### config.mk
export PLATFORM = sky130hd
export DESIGN_NAME = branch_dir_predictor
export DESIGN_NICKNAME = d
export VERILOG_FILES = /design/src/rtl/dirpred_pkg.sv /design/src/rtl/dirpred_ctrl.sv /design/src/rtl/dirpred_history.sv /design/src/rtl/dirpred_pht.sv /design/src/rtl/dirpred_datapath.sv /design/src/rtl/branch_dir_predictor.sv
export SDC_FILE = /design/constraint.sdc
export NUM_CORES = 1
export LEC_CHECK = 0
export BUFFER_PORTS_ARGS = -buffer_cell sky130_fd_sc_hd__buf_4
export CORE_MARGIN = 10
export CORE_UTILIZATION = 45
export CTS_CLUSTER_SIZE = 8
export DETAILED_ROUTE_END_ITERATION = 16
export MAX_ROUTING_LAYER = met4
export PLACE_DENSITY = 0.76
export SLEW_MARGIN = 30
export SYNTH_ARGS = -nofsm -noshare
export SYNTH_HDL_FRONTEND = slang
export SYNTH_SLANG_ARGS = --single-unit
export TNS_END_PERCENT = 10
### constraint.sdc
create_clock -name clk -period 2.23 [get_ports clk]
set_input_delay 0.446 -clock clk [delete_from_list [all_inputs] [get_ports clk]]
set_output_delay 0.446 -clock clk [all_outputs]
set_load 0.05 [all_outputs]
### src/rtl/dirpred_pkg.sv
package dirpred_pkg;

  // Strobes from the control to the datapath for one update.
  typedef struct packed {
    logic trainEn;   // train the selected counter
    logic stepUp;    // 1: count up, 0: count down
    logic shiftEn;   // shift the outcome record
    logic shiftBit;  // bit shifted into the record
  } dirpredCtrl_t;

  localparam int unsigned CTR_W   = 2;
  localparam logic [1:0]  CTR_MAX = 2'd3;
  localparam logic [1:0]  CTR_MIN = 2'd0;
  localparam logic [1:0]  CTR_RST = 2'd1;

  function automatic logic [1:0] satStep(input logic [1:0] cur, input logic up);
    if (up) return (cur == CTR_MAX) ? CTR_MAX : cur + 2'd1;
    else    return (cur == CTR_MIN) ? CTR_MIN : cur - 2'd1;
  endfunction

endpackage

### src/rtl/dirpred_ctrl.sv
module dirpred_ctrl
  import dirpred_pkg::*;
(
  input  logic         updValid,
  input  logic         updTaken,
  output dirpredCtrl_t ctrl
);

  always_comb begin
    ctrl          = '0;
    ctrl.trainEn  = updValid;
    ctrl.stepUp   = updTaken;
    ctrl.shiftEn  = updValid;
    ctrl.shiftBit = updTaken;
  end

endmodule

### src/rtl/dirpred_history.sv
module dirpred_history #(
  parameter int unsigned HIST_BITS    = 4,
  parameter int unsigned LHT_IDX_BITS = 4,
  parameter bit          USE_LOCAL    = 1'b0
) (
  input  logic                    clk,
  input  logic                    rstN,
  input  logic [LHT_IDX_BITS-1:0] lookupSel,
  input  logic [LHT_IDX_BITS-1:0] updSel,
  input  logic                    shiftEn,
  input  logic                    shiftBit,
  output logic [HIST_BITS-1:0]    lookupHist,
  output logic [HIST_BITS-1:0]    updHist
);

  localparam int unsigned LHT_DEPTH = 1 << LHT_IDX_BITS;

  function automatic logic [HIST_BITS-1:0] pushBit(input logic [HIST_BITS-1:0] h,
                                                   input logic b);
    logic [HIST_BITS:0] wide;
    wide = {h, b};
    return wide[HIST_BITS-1:0];
  endfunction

  generate
    if (USE_LOCAL) begin : g_local
      logic [HIST_BITS-1:0] histTab [LHT_DEPTH];

      always_ff @(posedge clk or negedge rstN) begin
        if (!rstN) begin
          for (int i = 0; i < LHT_DEPTH; i++) histTab[i] <= '0;
        end else if (shiftEn) begin
          histTab[updSel] <= pushBit(histTab[updSel], shiftBit);
        end
      end

      assign lookupHist = histTab[lookupSel];
      assign updHist    = histTab[updSel];
    end else begin : g_global
      logic [HIST_BITS-1:0] sharedHist;
      logic                 unusedSel;

      always_ff @(posedge clk or negedge rstN) begin
        if (!rstN)        sharedHist <= '0;
        else if (shiftEn) sharedHist <= pushBit(sharedHist, shiftBit);
      end

      assign unusedSel  = ^{lookupSel, updSel};
      assign lookupHist = sharedHist;
      assign updHist    = sharedHist;
    end
  endgenerate

endmodule

### src/rtl/dirpred_pht.sv
module dirpred_pht
  import dirpred_pkg::*;
#(
  parameter int unsigned IDX_BITS = 4
) (
  input  logic                               clk,
  input  logic                               rstN,
  input  logic [IDX_BITS-1:0]                lookupIdx,
  input  logic [IDX_BITS-1:0]                trainIdx,
  input  logic                               trainEn,
  input  logic                               stepUp,
  output logic [CTR_W-1:0]                   lookupCtr,
  output logic [CTR_W-1:0]                   trainCtr,
  output logic [(1<<IDX_BITS)-1:0][CTR_W-1:0] phtState
);

  localparam int unsigned DEPTH = 1 << IDX_BITS;

  logic [CTR_W-1:0] ctrTab [DEPTH];

  always_ff @(posedge clk or negedge rstN) begin
    if (!rstN) begin
      for (int i = 0; i < DEPTH; i++) ctrTab[i] <= CTR_RST;
    end else if (trainEn) begin
      ctrTab[trainIdx] <= satStep(ctrTab[trainIdx], stepUp);
    end
  end

  assign lookupCtr = ctrTab[lookupIdx];
  assign trainCtr  = ctrTab[trainIdx];

  generate
    for (genvar g = 0; g < DEPTH; g++) begin : g_flat
      assign phtState[g] = ctrTab[g];
    end
  endgenerate

endmodule

### src/rtl/dirpred_datapath.sv
module dirpred_datapath
  import dirpred_pkg::*;
#(
  parameter int unsigned PC_W         = 32,
  parameter int unsigned HIST_BITS    = 4,
  parameter int unsigned LHT_IDX_BITS = 4,
  parameter bit          USE_LOCAL    = 1'b0
) (
  input  logic                                 clk,
  input  logic                                 rstN,
  input  dirpredCtrl_t                         ctrl,
  input  logic [PC_W-1:0]                      lookupPc,
  input  logic [PC_W-1:0]                      updPc,
  output logic                                 lookupTaken,
  output logic [HIST_BITS-1:0]                 trainIdx,
  output logic [CTR_W-1:0]                     trainCtr,
  output logic [(1<<HIST_BITS)-1:0][CTR_W-1:0] phtState
);

  localparam int unsigned PC_LO    = 2;
  localparam int unsigned PC_HI    = PC_LO + HIST_BITS - 1;
  localparam int unsigned SEL_HI   = PC_LO + LHT_IDX_BITS - 1;
  localparam int unsigned TOP_USED = (PC_HI > SEL_HI) ? PC_HI : SEL_HI;

  logic [HIST_BITS-1:0] lookupHist;
  logic [HIST_BITS-1:0] updHist;
  logic [HIST_BITS-1:0] lookupIdx;
  logic [CTR_W-1:0]     lookupCtr;
  logic                 unusedPcBits;

  dirpred_history #(
    .HIST_BITS   (HIST_BITS),
    .LHT_IDX_BITS(LHT_IDX_BITS),
    .USE_LOCAL   (USE_LOCAL)
  ) u_history (
    .clk       (clk),
    .rstN      (rstN),
    .lookupSel (lookupPc[SEL_HI:PC_LO]),
    .updSel    (updPc[SEL_HI:PC_LO]),
    .shiftEn   (ctrl.shiftEn),
    .shiftBit  (ctrl.shiftBit),
    .lookupHist(lookupHist),
    .updHist   (updHist)
  );

  // Pattern index: outcome record folded with address bits.
  assign lookupIdx = lookupHist ^ lookupPc[PC_HI:PC_LO];
  assign trainIdx  = updHist    ^ updPc[PC_HI:PC_LO];

  dirpred_pht #(
    .IDX_BITS(HIST_BITS)
  ) u_pht (
    .clk      (clk),
    .rstN     (rstN),
    .lookupIdx(lookupIdx),
    .trainIdx (trainIdx),
    .trainEn  (ctrl.trainEn),
    .stepUp   (ctrl.stepUp),
    .lookupCtr(lookupCtr),
    .trainCtr (trainCtr),
    .phtState (phtState)
  );

  assign lookupTaken = lookupCtr[CTR_W-1];

  generate
    if (TOP_USED + 1 < PC_W) begin : g_hiUnused
      assign unusedPcBits = ^{lookupPc[PC_W-1:TOP_USED+1], updPc[PC_W-1:TOP_USED+1],
                              lookupPc[PC_LO-1:0], updPc[PC_LO-1:0]};
    end else begin : g_loUnused
      assign unusedPcBits = ^{lookupPc[PC_LO-1:0], updPc[PC_LO-1:0]};
    end
  endgenerate

endmodule

### src/rtl/branch_dir_predictor.sv
module branch_dir_predictor
  import dirpred_pkg::*;
#(
  parameter int unsigned PC_W         = 32,
  parameter int unsigned HIST_BITS    = 4,
  parameter int unsigned LHT_IDX_BITS = 4,
  parameter bit          USE_LOCAL    = 1'b0
) (
  input  logic            clk,
  input  logic            rstN,
  input  logic [PC_W-1:0] lookupPc,
  output logic            lookupTaken,
  input  logic            updValid,
  input  logic [PC_W-1:0] updPc,
  input  logic            updTaken
);

  dirpredCtrl_t                         ctrl;
  logic [HIST_BITS-1:0]                 trainIdx;
  logic [CTR_W-1:0]                     trainCtr;
  logic [(1<<HIST_BITS)-1:0][CTR_W-1:0] phtState;

  dirpred_ctrl u_ctrl (
    .updValid(updValid),
    .updTaken(updTaken),
    .ctrl    (ctrl)
  );

  dirpred_datapath #(
    .PC_W        (PC_W),
    .HIST_BITS   (HIST_BITS),
    .LHT_IDX_BITS(LHT_IDX_BITS),
    .USE_LOCAL   (USE_LOCAL)
  ) u_datapath (
    .clk        (clk),
    .rstN       (rstN),
    .ctrl       (ctrl),
    .lookupPc   (lookupPc),
    .updPc      (updPc),
    .lookupTaken(lookupTaken),
    .trainIdx   (trainIdx),
    .trainCtr   (trainCtr),
    .phtState   (phtState)
  );

endmodule

==> impl_metrics.tcl <==
set metrics [dict create \
    drc 0 \
    drtIter0Drc 144 \
    critPathCaptureType "output port" \
    ys_types 24 \
    finalWeightedCongestion 0.868 \
    r2r_setup_slack_ns -0.35 \
    finalSetupViolCount 33 \
    critPathRequiredTime_ns 1.78 \
    io_pins 69 \
    grt_pass1_wl_um 7420 \
    synth-seq-cells 36 \
    vias 1303 \
    drive_above_1_share 0.615 \
    async_flop_share 1.00 \
    antenna_found_initial 0 \
    rsz0062_at_grt "true" \
    synth-edff-count 0 \
    ys.flop_type "dfrtp_1" \
    grt_max_degree 37 \
    critical_path_class "reg2out" \
    synth_fp_nets 212 \
    ys_top_cells_by_area "dfrtp_1 25%, dfstp_2 21%, mux2_2 21%" \
    synth_top_area_frac 0.253 \
    critical_path.max_stage_delay_ns 0.50 \
    worstPathMaxFanout 3 \
    hold_viol 0 \
    fp.dieArea_um2 7440 \
    cts_made_buffers 5 \
    vdd_drop_max_uv 362 \
    routed_wl_um 4450 \
    failed_checks "negative setup slack" \
    die_y_um 86.3 \
    path_common_cell "buf_6" \
    slew_headroom 0.607 \
    syn_inst 144 \
    dp.cells 213 \
    n_fill_cell 335 \
    critPathArrivalTime_ns 2.18 \
    start_util 0.460 \
    nNetsFinal 241 \
    r2r_start "u_datapath.u_history.lookupHist[0]" \
    row_count 24 \
    grt_pass1_vias 1425 \
    portBuffers 12 \
    cts_tree "done" \
    fin_cells 226 \
    fin_crit_sh 1.18 \
    crit_path_start_kind "flip-flop" \
    core_area_um2 4290 \
    fin_ws_ns -0.394 \
    fmax_ghz 0.381 \
    seq_area_frac_synth 0.466 \
    clock-root-buffer "clkbuf_8" \
    antenna_cells 0 \
    period_minus_slack_ns 2.62 \
    outcome "finished, violations left" \
    leakagePower_nw 1.00 \
    grt.overflow.total 0 \
    hold_buffers 0 \
    hpwl_um 3060 \
    syn_area_per_cell_um2 13.7 \
    timing.clock.skew_ns 0.00737 \
    worst_pin_slew_ns 0.589 \
    syn_to_final_growth_pct 20.4 \
    slew_viol_final 0 \
    hold_path.class "in2async" \
    ys_warn_count 0 \
    cts_max_path_buffers 2 \
    firstDrtPassIters 4 \
    worst-r2r-cell-count 8 \
    clk_latency_ns 0.29 \
    powerDensity_nw_per_um2 1210 \
    vias_per_cell 5.77 \
    r2r_end "u_datapath.u_pht.phtState[29]" \
    path_clk_slew_ns 0.07 \
    yosys.area.top_type "dfrtp_1" \
    path_cells "buf_6, xor2_2, buf_6, mux4_2, nor2b_1, a211oi_2, a21oi_2, buf_6" \
    clock-sinks 36 \
    htree_levels 2 \
    antenna_left 0 \
    die_w_um 86.3 \
    cpMaxStageDelayCell "mux4_2" \
    p_total_mw 2.88 \
    drv_cap 0 \
    wl_per_cell_um 19.7 \
    grtUsageTotal 0.131 \
    synth_area_um2 1980 \
]
-- cells by family (layout without fill, tap and decap cells) --
logic type / after synthesis / count (layout) / share of synthesized area
xor+xnor: 11 / 12 / 0.0563
mux: 49 / 49 / 0.349
buf+inv: 5 / 33 / 0.0209
flops: 36 / 36 / 0.466
simple gates: 38 / 38 / 0.0842
compound gates: 3 / 3 / 0.0127
fa+ha+maj: 2 / 3 / 0.0114
-- worst max-delay path, delay by kind of cell (launching register included) --
kind / cells / cell delay (ns)
buf+inv: 3 / 0.43
xor+xnor: 1 / 0.16
simple gates: 1 / 0.15
flops: 1 / 0.41
mux: 1 / 0.50
compound gates: 2 / 0.22
-- state kept, by name, indices dropped and copies added (netlist names) --
name                             count
u_datapath.u_history.lookupHist      4
u_datapath.u_pht.phtState           32
-- cell usage in the layout (no fill, tap or decap), types with 2 or more instances in the layout --
master / n
buf_4: 19
buf_6: 4
clkbuf_1: 2
clkbuf_8: 6
dfrtp_1: 19
dfstp_2: 16
maj3_4: 2
mux2_2: 31
mux2_4: 5
mux4_2: 12
nand2_1: 9
nand3_1: 2
nor2_1: 20
or3_1: 2
xnor2_1: 3
xor2_1: 5
xor2_2: 3
-- power by group --
group / total, mW / switching (mW) / internal, mW
logic: 1.20 / 0.547 / 0.648
registers: 1.20 / 0.187 / 1.02
clock network: 0.477 / 0.225 / 0.252
-- final cells by class --
type,instances,area [µm²],share of cell area
multi-input combinational,105,1090,0.459
sequential,36,922,0.387
timing repair buffer,24,208,0.0872
clock buffer,8,90.1,0.0378
tap,52,65.1,0.0273
inverter,1,3.75,0.00158
-- through the flow --
| step | utilization | hold slack, ns | setup WS (ns) | setup TNS (ns) | instance area (µm²) |
|---|---|---|---|---|---|
| final | 0.554 | 0.0951 | -0.394 | -10.79 | 2380 |
| after global routing | 0.554 | 0.121 | -0.480 | -13.31 | 2380 |
| after CTS | 0.551 | 0.107 | -0.416 | -11.53 | 2370 |
| after detailed placement | 0.510 | 0.426 | -0.540 | -16.67 | 2190 |
| after global placement | 0.510 | 0.414 | -0.478 | -14.97 | 2190 |
| after floorplan | - | 0.150 | -0.201 | -4.48 | 1990 |
-- synth_stat cells (all sizes together), types with 2 or more instances --
cell,n
mux2,36
dfrtp,20
nor2,20
dfstp,16
mux4,12
nand2,10
xor2,8
buf,3
nand3,3
xnor2,3
maj3,2
or3,2
-- what timing repair did --
item	CTS	global route
resized for setup	9	6
setup buffers	3	0
endpoints found under the hold margin	0	0
cloned	2	0
endpoints found under the setup margin	33	33
pin swaps	7	2
-- worst max path at each step --
| stage | from | depth (start not counted) | end | slack [ns] |
|---|---|---|---|---|
| after floorplan | updPc[2] | 8 | u_datapath.u_pht.phtState[11] | -0.20 |
| after global placement | updPc[2] | 7 | u_datapath.u_pht.phtState[1] | -0.48 |
| after detailed placement | updPc[2] | 7 | u_datapath.u_pht.phtState[1] | -0.54 |
| after CTS | u_datapath.u_history.lookupHist[0] | 8 | lookupTaken | -0.42 |
| after global routing | u_datapath.u_history.lookupHist[0] | 8 | lookupTaken | -0.48 |
| final | u_datapath.u_history.lookupHist[0] | 8 | lookupTaken | -0.39 |
-- layer usage --
| layer | wire length [µm] | vias to the layer above | share of wire | track usage |
|---|---|---|---|---|
| met5 | 0 | - | 0 | - |
| met4 | 105 | 0 | 0.024 | 0.0692 |
| met3 | 227 | 8 | 0.051 | 0.0375 |
| met2 | 2240 | 37 | 0.50 | 0.212 |
| met1 | 1880 | 680 | 0.42 | 0.143 |
| li1 | - | 578 | - | - |
Power figures use the tool's default switching activity.
